[src/rtl/rtc_bank_pkg.sv]
package rtc_bank_pkg;
    localparam int DATA_W = 32;
    localparam int ADDR_W = 3;

    typedef enum logic [1:0] {
        ST_IDLE  = 2'd0,
        ST_SHIFT = 2'd1,
        ST_READ  = 2'd2
    } link_state_e;
endpackage

[src/rtl/rtc_edge_sync.sv]
module rtc_edge_sync #(
    parameter int WIDTH  = 3,
    parameter int STAGES = 2
) (
    input  logic             clk,
    input  logic             rst_n,
    input  logic [WIDTH-1:0] async_i,
    output logic [WIDTH-1:0] sync_o,
    output logic [WIDTH-1:0] rise_o
);
    logic [WIDTH-1:0] stage_q [STAGES];
    logic [WIDTH-1:0] last_q;

    generate
        for (genvar s = 0; s < STAGES; s++) begin : g_stage
            always_ff @(posedge clk or negedge rst_n) begin
                if (!rst_n) begin
                    stage_q[s] <= '0;
                end else if (s == 0) begin
                    stage_q[s] <= async_i;
                end else begin
                    stage_q[s] <= stage_q[(s > 0) ? s - 1 : 0];
                end
            end
        end
    endgenerate

    always_ff @(posedge clk or negedge rst_n) begin
        if (!rst_n) begin
            last_q <= '0;
        end else begin
            last_q <= stage_q[STAGES-1];
        end
    end

    assign sync_o = stage_q[STAGES-1];
    assign rise_o = stage_q[STAGES-1] & ~last_q;
endmodule

[src/rtl/rtc_link_fsm.sv]
module rtc_link_fsm
    import rtc_bank_pkg::*;
#(
    parameter int DW = DATA_W,
    parameter int AW = ADDR_W
) (
    input  logic          clk,
    input  logic          rst_n,
    input  logic          sclk_rise,
    input  logic          sen,
    input  logic          sdi,
    input  logic [DW-1:0] rd_data,
    output logic          wr_en,
    output logic [AW-1:0] addr,
    output logic [DW-1:0] wr_data,
    output logic          sdo,
    output logic          ready
);
    localparam int SH_W  = DW + AW;
    localparam int CNT_W = $clog2(DW + 1);

    link_state_e state_q, state_d;
    logic [SH_W-1:0]  shift_q;
    logic [DW-1:0]    out_q;
    logic [CNT_W-1:0] cnt_q;
    logic             sdo_q;
    logic             dir_edge, last_pulse;

    assign dir_edge   = sclk_rise && !sen && (state_q == ST_SHIFT);
    assign last_pulse = (cnt_q == CNT_W'(DW - 1));

    // state register
    always_ff @(posedge clk or negedge rst_n) begin
        if (!rst_n) state_q <= ST_IDLE;
        else        state_q <= state_d;
    end

    // next state
    always_comb begin
        state_d = state_q;
        unique case (state_q)
            ST_IDLE: begin
                if (sclk_rise && sen) state_d = ST_SHIFT;
            end
            ST_SHIFT: begin
                if (dir_edge) state_d = sdi ? ST_IDLE : ST_READ;
            end
            ST_READ: begin
                if (sclk_rise && sen)             state_d = ST_SHIFT;
                else if (sclk_rise && last_pulse) state_d = ST_IDLE;
            end
            default: state_d = ST_IDLE;
        endcase
    end

    // datapath registers
    always_ff @(posedge clk or negedge rst_n) begin
        if (!rst_n) begin
            shift_q <= '0;
            out_q   <= '0;
            cnt_q   <= '0;
            sdo_q   <= 1'b0;
        end else begin
            if (sclk_rise && sen) begin
                shift_q <= {shift_q[SH_W-2:0], sdi};
            end
            if (dir_edge && !sdi) begin
                out_q <= rd_data;
                cnt_q <= '0;
            end else if (sclk_rise && !sen && state_q == ST_READ) begin
                sdo_q <= out_q[DW-1];
                out_q <= {out_q[DW-2:0], 1'b0};
                cnt_q <= cnt_q + 1'b1;
            end
        end
    end

    // outputs
    always_comb begin
        wr_en   = 1'b0;
        ready   = 1'b0;
        addr    = shift_q[AW-1:0];
        wr_data = shift_q[SH_W-1:AW];
        sdo     = sdo_q;
        unique case (state_q)
            ST_IDLE:  ready = !sen;
            ST_SHIFT: wr_en = dir_edge && sdi;
            ST_READ:  ready = 1'b0;
            default:  ready = 1'b0;
        endcase
    end

    a_r2_write_only_from_shift: assert property (@(posedge clk) disable iff (!rst_n)
        wr_en |=> (state_q == ST_IDLE));
    a_r3_read_ends_after_last: assert property (@(posedge clk) disable iff (!rst_n)
        (state_q == ST_READ && sclk_rise && !sen && last_pulse) |=> (state_q == ST_IDLE));
    a_r10_busy_not_ready: assert property (@(posedge clk) disable iff (!rst_n)
        (sclk_rise && sen) |=> !ready);
endmodule

[src/rtl/rtc_reg_bank.sv]
module rtc_reg_bank
    import rtc_bank_pkg::*;
#(
    parameter int DW        = DATA_W,
    parameter int AW        = ADDR_W,
    parameter int SCRATCH_N = 4
) (
    input  logic          clk,
    input  logic          rst_n,
    input  logic          tick,
    input  logic          wr_en,
    input  logic [AW-1:0] addr,
    input  logic [DW-1:0] wr_data,
    output logic [DW-1:0] rd_data
);
    localparam logic [AW-1:0] A_COUNT = AW'(0);
    localparam logic [AW-1:0] A_ADJ   = AW'(2);
    localparam int            S_BASE  = 4;

    logic [DW-1:0] count_q, adj_q;
    logic [DW-1:0] scratch_q [SCRATCH_N];

    always_ff @(posedge clk or negedge rst_n) begin
        if (!rst_n)                        count_q <= '0;
        else if (wr_en && addr == A_COUNT) count_q <= wr_data;
        else if (tick)                     count_q <= count_q + 1'b1;
    end

    always_ff @(posedge clk or negedge rst_n) begin
        if (!rst_n)                      adj_q <= '0;
        else if (wr_en && addr == A_ADJ) adj_q <= wr_data;
    end

    generate
        for (genvar i = 0; i < SCRATCH_N; i++) begin : g_scratch
            always_ff @(posedge clk or negedge rst_n) begin
                if (!rst_n)                              scratch_q[i] <= '0;
                else if (wr_en && addr == AW'(S_BASE + i)) scratch_q[i] <= wr_data;
            end
        end
    endgenerate

    always_comb begin
        rd_data = '0;
        if (addr == A_COUNT) rd_data = count_q;
        if (addr == A_ADJ)   rd_data = adj_q;
        for (int i = 0; i < SCRATCH_N; i++) begin
            if (addr == AW'(S_BASE + i)) rd_data = scratch_q[i];
        end
    end

    a_r8_tick_increments: assert property (@(posedge clk) disable iff (!rst_n)
        (tick && !(wr_en && addr == A_COUNT)) |=> (count_q == $past(count_q) + 1'b1));
    a_r9_write_beats_tick: assert property (@(posedge clk) disable iff (!rst_n)
        (wr_en && addr == A_COUNT) |=> (count_q == $past(wr_data)));
    a_r7_hole_write_inert: assert property (@(posedge clk) disable iff (!rst_n)
        (wr_en && (addr == AW'(1) || addr == AW'(3)) && !tick) |=> ($stable(count_q) && $stable(adj_q)));
endmodule

[src/rtl/rtc_serial_bank.sv]
module rtc_serial_bank
    import rtc_bank_pkg::*;
#(
    parameter int DW          = DATA_W,
    parameter int AW          = ADDR_W,
    parameter int SCRATCH_N   = 4,
    parameter int SYNC_STAGES = 2
) (
    input  logic clk,
    input  logic rst_n,
    input  logic tick_i,
    input  logic sclk_i,
    input  logic sen_i,
    input  logic sdi_i,
    output logic sdo_o,
    output logic ready_o
);
    logic [2:0]    pins_s, pins_r;
    logic          wr_en;
    logic [AW-1:0] addr;
    logic [DW-1:0] wr_data, rd_data;

    rtc_edge_sync #(.WIDTH(3), .STAGES(SYNC_STAGES)) u_sync (
        .clk     (clk),
        .rst_n   (rst_n),
        .async_i ({sdi_i, sen_i, sclk_i}),
        .sync_o  (pins_s),
        .rise_o  (pins_r)
    );

    rtc_link_fsm #(.DW(DW), .AW(AW)) u_link (
        .clk       (clk),
        .rst_n     (rst_n),
        .sclk_rise (pins_r[0]),
        .sen       (pins_s[1]),
        .sdi       (pins_s[2]),
        .rd_data   (rd_data),
        .wr_en     (wr_en),
        .addr      (addr),
        .wr_data   (wr_data),
        .sdo       (sdo_o),
        .ready     (ready_o)
    );

    rtc_reg_bank #(.DW(DW), .AW(AW), .SCRATCH_N(SCRATCH_N)) u_regs (
        .clk     (clk),
        .rst_n   (rst_n),
        .tick    (tick_i),
        .wr_en   (wr_en),
        .addr    (addr),
        .wr_data (wr_data),
        .rd_data (rd_data)
    );
endmodule

[config.mk]
export PLATFORM = sky130hd
export DESIGN_NAME = rtc_serial_bank
export DESIGN_NICKNAME = d
export VERILOG_FILES = /design/src/rtl/rtc_bank_pkg.sv /design/src/rtl/rtc_edge_sync.sv /design/src/rtl/rtc_link_fsm.sv /design/src/rtl/rtc_reg_bank.sv /design/src/rtl/rtc_serial_bank.sv
export SDC_FILE = /design/constraint.sdc
export NUM_CORES = 1
export LEC_CHECK = 0
export BUFFER_PORTS_ARGS = -buffer_cell sky130_fd_sc_hd__buf_4
export CORE_UTILIZATION = 40
export DETAILED_ROUTE_END_ITERATION = 8
export PLACE_DENSITY = 0.61
export SYNTH_ARGS = -nofsm -noshare
export SYNTH_HDL_FRONTEND = slang
export SYNTH_SLANG_ARGS = --single-unit
export TNS_END_PERCENT = 10
[constraint.sdc]
create_clock -name clk -period 4.2 [get_ports clk]
set_input_delay 0.84 -clock clk [delete_from_list [all_inputs] [get_ports clk]]
set_output_delay 0.84 -clock clk [all_outputs]
set_load 0.01 [all_outputs]
-- Yosys cells after proc, flatten, opt, wreduce, memory -nomap -nowiden
Cells that the tools add are included.
- RAM bits: 0
- register bits after elaboration: 275
- memories kept: 0
- latch bits: 0
- word-level logic and storage cells: 71
- input bits: 6
- output and inout bits: 2
- memory bits (read-only): 0
- eq/ne operators: 11
- order comparisons: 0
- reductions and logical operators: 21
- divide/modulo/power cells: 0
- shift-type cells: 0
- bitwise operators: 3
- add/subtract/negate cells: 2
- $mul: 0
- mux-type cells: 20
- operators with widths (operator ; count):
    32-bit two-way mux ; 10
    32-bit by 1-bit adder with 32-bit output, second input constant ; 1
    1-bit logical AND ; 13
    3-bit == test, second input constant ; 4
    6-bit two-way mux ; 2
    2-bit two-way mux ; 5
    6-bit by 1-bit adder with 6-bit output, second input constant ; 1
    6-bit by 5-bit == test with 1-bit output, second input constant ; 1
    2-bit one-hot mux with 3 select lines ; 1
    2-bit by 1-bit inequality test with 1-bit output, second input constant ; 2
    2-bit nonzero test ; 2
    3-bit by 2-bit == test with 1-bit output, second input constant ; 1
    3-bit zero test ; 1
    3-bit by 1-bit inequality test with 1-bit output, second input constant ; 1
    3-bit AND reduction ; 1
    2-bit by 1-bit == test with 1-bit output, second input constant ; 1
    2-bit == test, second input constant ; 1
    1-bit zero test ; 2
    2-bit zero test ; 1
    1-bit two-way mux ; 2
    1-bit NOT ; 2
    2-bit AND reduction ; 1
    1-bit bitwise AND ; 1

-- Depth between registers and ports, before layout
- depth after elaboration: 8
- mapped depth: 8
- gate-level depth less buffers: 6

-- Cells and area by module
From an unflattened synthesis, not the netlist that was laid out.
- cell total of the unflattened synthesis: 1047
- area total of the unflattened synthesis: 12904.9 µm²
- by module, submodules not included (module ; cells each ; times used ; area each (µm²) ; seq. area each (µm²)):
    rtc_reg_bank ; 797 ; 1 ; 9441.6 ; 4804.6
    rtc_link_fsm ; 235 ; 1 ; 3174.3 ; 1901.8
    rtc_edge_sync ; 15 ; 1 ; 289.0 ; 225.2

-- Least setup slack after synthesis
OpenSTA, ideal clock, no wires.
- path type: input to register
- start: input port tick_i
- end: register u_regs.count_q[29]
- required time: 4.131 ns
- setup time: 0.069 ns
- slack: 1.871 ns
- buffers on the path: 1
- arrival time: 2.260 ns
- stages: 6
- cell sequence: and4_2 > nand4_1 > or4_1 > clkbuf_2 > or4_1 > nand3_1
- word-level cells in the longest chain between the ends: 1
- RTL lines (item ; RTL line ; RTL):
    start, declared ; rtc_serial_bank.sv:11 ; input logic tick_i,
    2-bit nonzero test (no source line) ; -- ;
    end signal, assigned ; rtc_reg_bank.sv:25 ; else if (wr_en && addr == A_COUNT) count_q <= wr_data;
    end signal, assigned ; rtc_reg_bank.sv:26 ; else if (tick) count_q <= count_q + 1'b1;
    end, declared ; rtc_reg_bank.sv:20 ; logic [DW-1:0] count_q, adj_q;
No other way between the ends.
A chain may end at the register's enable or synchronous reset.

-- Worst setup path in the final report
- start: register u_sync.stage_q (netlist bit u_sync.sync_o[1])
- end: register u_regs.scratch_q[59] in the netlist's numbering
- word-level cells in the longest chain between the ends: 6
- RTL lines (item ; RTL line ; RTL):
    start, declared ; rtc_edge_sync.sv:11 ; logic [WIDTH-1:0] stage_q [STAGES];
    start signal, assigned by index ; rtc_edge_sync.sv:20 ; stage_q[s] <= async_i;
    start signal, assigned by index ; rtc_edge_sync.sv:22 ; stage_q[s] <= stage_q[(s > 0) ? s - 1 : 0];
    1-bit zero test ; rtc_link_fsm.sv:29 ; assign dir_edge = sclk_rise && !sen && (state_q == ST_SHIFT);
    1-bit logical AND (2 in series) ; rtc_link_fsm.sv:29 ;
    1-bit logical AND ; rtc_link_fsm.sv:87 ; ST_SHIFT: wr_en = dir_edge && sdi;
    1-bit two-way mux ; rtc_link_fsm.sv:85 ; unique case (state_q)
    1-bit logical AND ; rtc_reg_bank.sv:38 ; else if (wr_en && addr == AW'(S_BASE + i)) scratch_q[i] <= wr_data;
    end signal, assigned by index ; rtc_reg_bank.sv:38 ;
    end, declared ; rtc_reg_bank.sv:21 ; logic [DW-1:0] scratch_q [SCRATCH_N];
No other way between the ends.

==> flow_metrics.env <==
export IMPL_status="completed"
export IMPL_cp_max_fo=23
export IMPL_cts_path_max_buffers=3
export IMPL_drc=0
export IMPL_seq_power_share=0.481
export IMPL_synth_top_family_by_area="multiplexers"
export IMPL_r2r_slack_ps=1310
export IMPL_first_iter_violations=412
export IMPL_slew_viol_final=0
export IMPL_r2r_cells=5
export IMPL_rsz0062_at_grt="false"
export IMPL_slew_headroom=0.243
export IMPL_start_kind="flip-flop"
export IMPL_routed_wl_um=28500
export IMPL_viasPerCell=5.71
export IMPL_synth_edf_count=0
export IMPL_synth_mux_area_frac=0.205
export IMPL_final_cells=1419
export IMPL_power_frac_clock=0.360
export IMPL_cts_setup_buffers=0
export IMPL_core_area_um2=30700
export IMPL_grt_overflow=0
export IMPL_synthArstFlopShare=1.00
export IMPL_io_buffers=7
export IMPL_postRouteAntennaNets=0
export IMPL_pwr_density_cell_nw_per_um2=503
export IMPL_path_class="reg2reg"
export IMPL_synth_nets=1028
export IMPL_crit_required_ps=4630
export IMPL_netSwitchingFraction=0.300
export IMPL_die_height_um=179
export IMPL_synth_compound_area_frac=0.111
export IMPL_cts_tree="built"
export IMPL_ys_types=52
export IMPL_finalCritPeriodShare=0.688
export IMPL_dpl_cell_count=1365
export IMPL_cts_root_buffer="clkbuf_16"
export IMPL_drive_gt1_frac=0.284
export IMPL_r2r_end="u_regs.scratch_q[59]"
export IMPL_fin_util=0.453
export IMPL_clk_pin_slew_worst_paths_ps=60
export IMPL_max_cap_violations=0
export IMPL_synth_flop_cell="dfrtp_1"
export IMPL_final_nets=1009
export IMPL_numCtsBuffers=30
export IMPL_groute_usage_overall=0.191
export IMPL_ctsResizeCount=0
export IMPL_hp_class="in2async"
export IMPL_fp_dieW_um=179
export IMPL_ys_ff_latch=275
export IMPL_cts_max_level=1
export IMPL_fmax_mhz=346
export IMPL_antennaDiodeCount=0
export IMPL_numClockSinks=275
export IMPL_clkLatencyLatePin_ps=550
export IMPL_min_period_ps=2890
export IMPL_dr_total_vias=8102
export IMPL_ios=8
export IMPL_die_area_um2=31900
export IMPL_start_util=0.407
export IMPL_power_switching_w=0.00210
export IMPL_gp_congestion=0.749
export IMPL_synthAdderAreaFrac=0.00200
export IMPL_power_frac_comb=0.160
export IMPL_grt_pass1_vias=8077
export IMPL_p_leak_nw=6.25
export IMPL_p_total_w=0.00699
export IMPL_fin_skew_ps=14.3
export IMPL_syn_cell_area_um2=12500
export IMPL_antenna_found_initial=0
export IMPL_finalHoldViolCount=0
export IMPL_cp_end_kind="flip-flop"
export IMPL_peakVddDrop_uv=338
export IMPL_dr_pass1_iters=5
export IMPL_area_growth_pct=11.2
export IMPL_dp_hpwl_um=17200
export IMPL_synth_xor_area_frac=0.0217
export IMPL_synth_simple_area_share=0.0800
export IMPL_grt_max_degree=100
export IMPL_setup_viol=0
export IMPL_grt_pass1_wl_um=47500
export IMPL_synth_warnings=0
export IMPL_worst_pin_slew_ps=1130
export IMPL_synth_area_per_cell_um2=12.2
export IMPL_holdBufCountCts=0
export IMPL_rr_startpoint="u_sync.sync_o[1]"
export IMPL_cp_arrival_ps=3320
export IMPL_syn_inst=1020
export IMPL_p_int_w=0.00489
export IMPL_wl_per_cell_um=20.1
export IMPL_rows=64
export IMPL_synth_seq_area_share=0.551
export IMPL_tns_ps=0
[synthesized netlist by cell type (all sizes together) (3+ instances only)]
cell	number	share of area
nand2b	4	0.0020
nor2	29	0.0087
nand4	15	0.0087
o221ai	31	0.022
and4	4	0.0030
clkbuf	56	0.019
or2	3	0.0017
nor4	5	0.0035
or4	3	0.0018
a21oi	17	0.0068
nand2	94	0.028
mux2	197	0.18
buf	22	0.0096
o21ai	82	0.033
inv	4	0.0012
nand3	15	0.0064
mux2i	34	0.027
a221oi	31	0.022
xor2	15	0.011
dfrtp	275	0.55
and3	8	0.0041
and2	4	0.0021
nor3	9	0.0040
xnor2	16	0.011
a221o	31	0.025
[worst max-delay path, stage by stage (launching register included)]
cell,delay (ps)
dfrtp_1,460
nor4b_2,450
nand4_1,510
nor2_4,490
buf_4,450
mux2_2,390
[cell usage in the layout (no fill, tap or decap), types with 2 or more instances in the layout]
| master | n |
|---|---|
| mux2i_1 | 34 |
| a21oi_1 | 17 |
| or4_1 | 3 |
| and2_1 | 3 |
| dfrtp_1 | 272 |
| clkbuf_16 | 30 |
| and4_1 | 2 |
| inv_1 | 4 |
| xnor2_1 | 16 |
| nand3_1 | 14 |
| nand4_1 | 14 |
| nor2_4 | 2 |
| a221o_1 | 31 |
| xor2_1 | 15 |
| buf_4 | 23 |
| nand2_1 | 93 |
| clkinv_2 | 6 |
| and3_1 | 7 |
| nor2_1 | 26 |
| or2_2 | 2 |
| nor3_1 | 8 |
| o21a_1 | 2 |
| o221ai_1 | 31 |
| clkbuf_8 | 9 |
| nand2b_1 | 4 |
| a221oi_1 | 31 |
| clkbuf_1 | 7 |
| and4_2 | 2 |
| buf_12 | 3 |
| nor4_1 | 3 |
| mux2_1 | 4 |
| dfrtp_4 | 2 |
| mux2_2 | 193 |
| ha_1 | 2 |
| o21ai_0 | 82 |
| nand3b_1 | 2 |
[logic make-up (layout without fill, tap and decap cells)]
logic type / after synthesis / count (layout)
XOR/XNOR: 31 / 31
AND/OR/NAND/NOR: 201 / 201
multiplexers: 231 / 231
buffers and inverters: 83 / 86
AO/OA/AOI/OAI: 197 / 197
flip-flops: 275 / 275
adder cells (fa/ha/maj): 2 / 2
[state kept, by name, summed over array words and instances, names as in the netlist]
signal / count
u_link.sdo: 1
u_sync.last_q: 1
u_regs.count_q: 32
u_link.state_q: 2
u_regs.scratch_q: 128
u_link.cnt_q: 6
u_regs.adj_q: 32
u_link.shift_q: 35
u_sync.sync_o: 3
u_link.out_q: 32
u_sync.stage_q: 3
[cell type report]
class / count / area, um^2
well taps: 396 / 495
multi-input cells: 662 / 5290
inverters: 5 / 18.8
repair buffers: 27 / 248
fillers: 2798 / 16800
flip-flops and latches: 275 / 6890
clock inverters: 8 / 55.1
clock buffers: 46 / 901
[through the flow]
stage	hold WS, ps	worst slack [ps]	instance area, um^2
detailed placement	336	1320	12900
global route	359	1130	13900
finish	322	1310	13900
global placement	338	1380	12900
CTS	340	1310	13900
floorplan	331	1870	12500
[per-layer routing]
metal | global-route usage | vias to the layer above | wire length, um
met5 | 0 | - | 0
met1 | 0.281 | 4209 | 13700
met2 | 0.298 | 133 | 13300
met3 | 0.0231 | 38 | 959
li1 | - | 3722 | -
met4 | 0.0445 | 0 | 582
[worst max-delay path by stage]
stage | cells past startpoint | startpoint | slack (ps) | end
after floorplan | 6 | tick_i | 1870 | u_regs.count_q[29]
after detailed placement | 5 | u_sync.sync_o[1] | 1320 | u_regs.scratch_q[37]
after CTS | 5 | u_sync.sync_o[1] | 1310 | u_regs.scratch_q[59]
after global placement | 5 | u_sync.sync_o[1] | 1380 | u_regs.scratch_q[44]
after global routing | 5 | u_sync.sync_o[1] | 1130 | u_regs.scratch_q[59]
final | 5 | u_sync.sync_o[1] | 1310 | u_regs.scratch_q[59]
[power groups by stage]
stage	Clock, W	Combinational (W)	Sequential, W
global route	0.00269	0.00125	0.00341
finish	0.00251	0.00112	0.00336
CTS	0.00258	0.00113	0.00336
detailed placement	0	0.00113	0.00340
floorplan	0	0.000929	0.00317
global placement	0	0.00111	0.00339
Power figures use the tool's default switching activity.
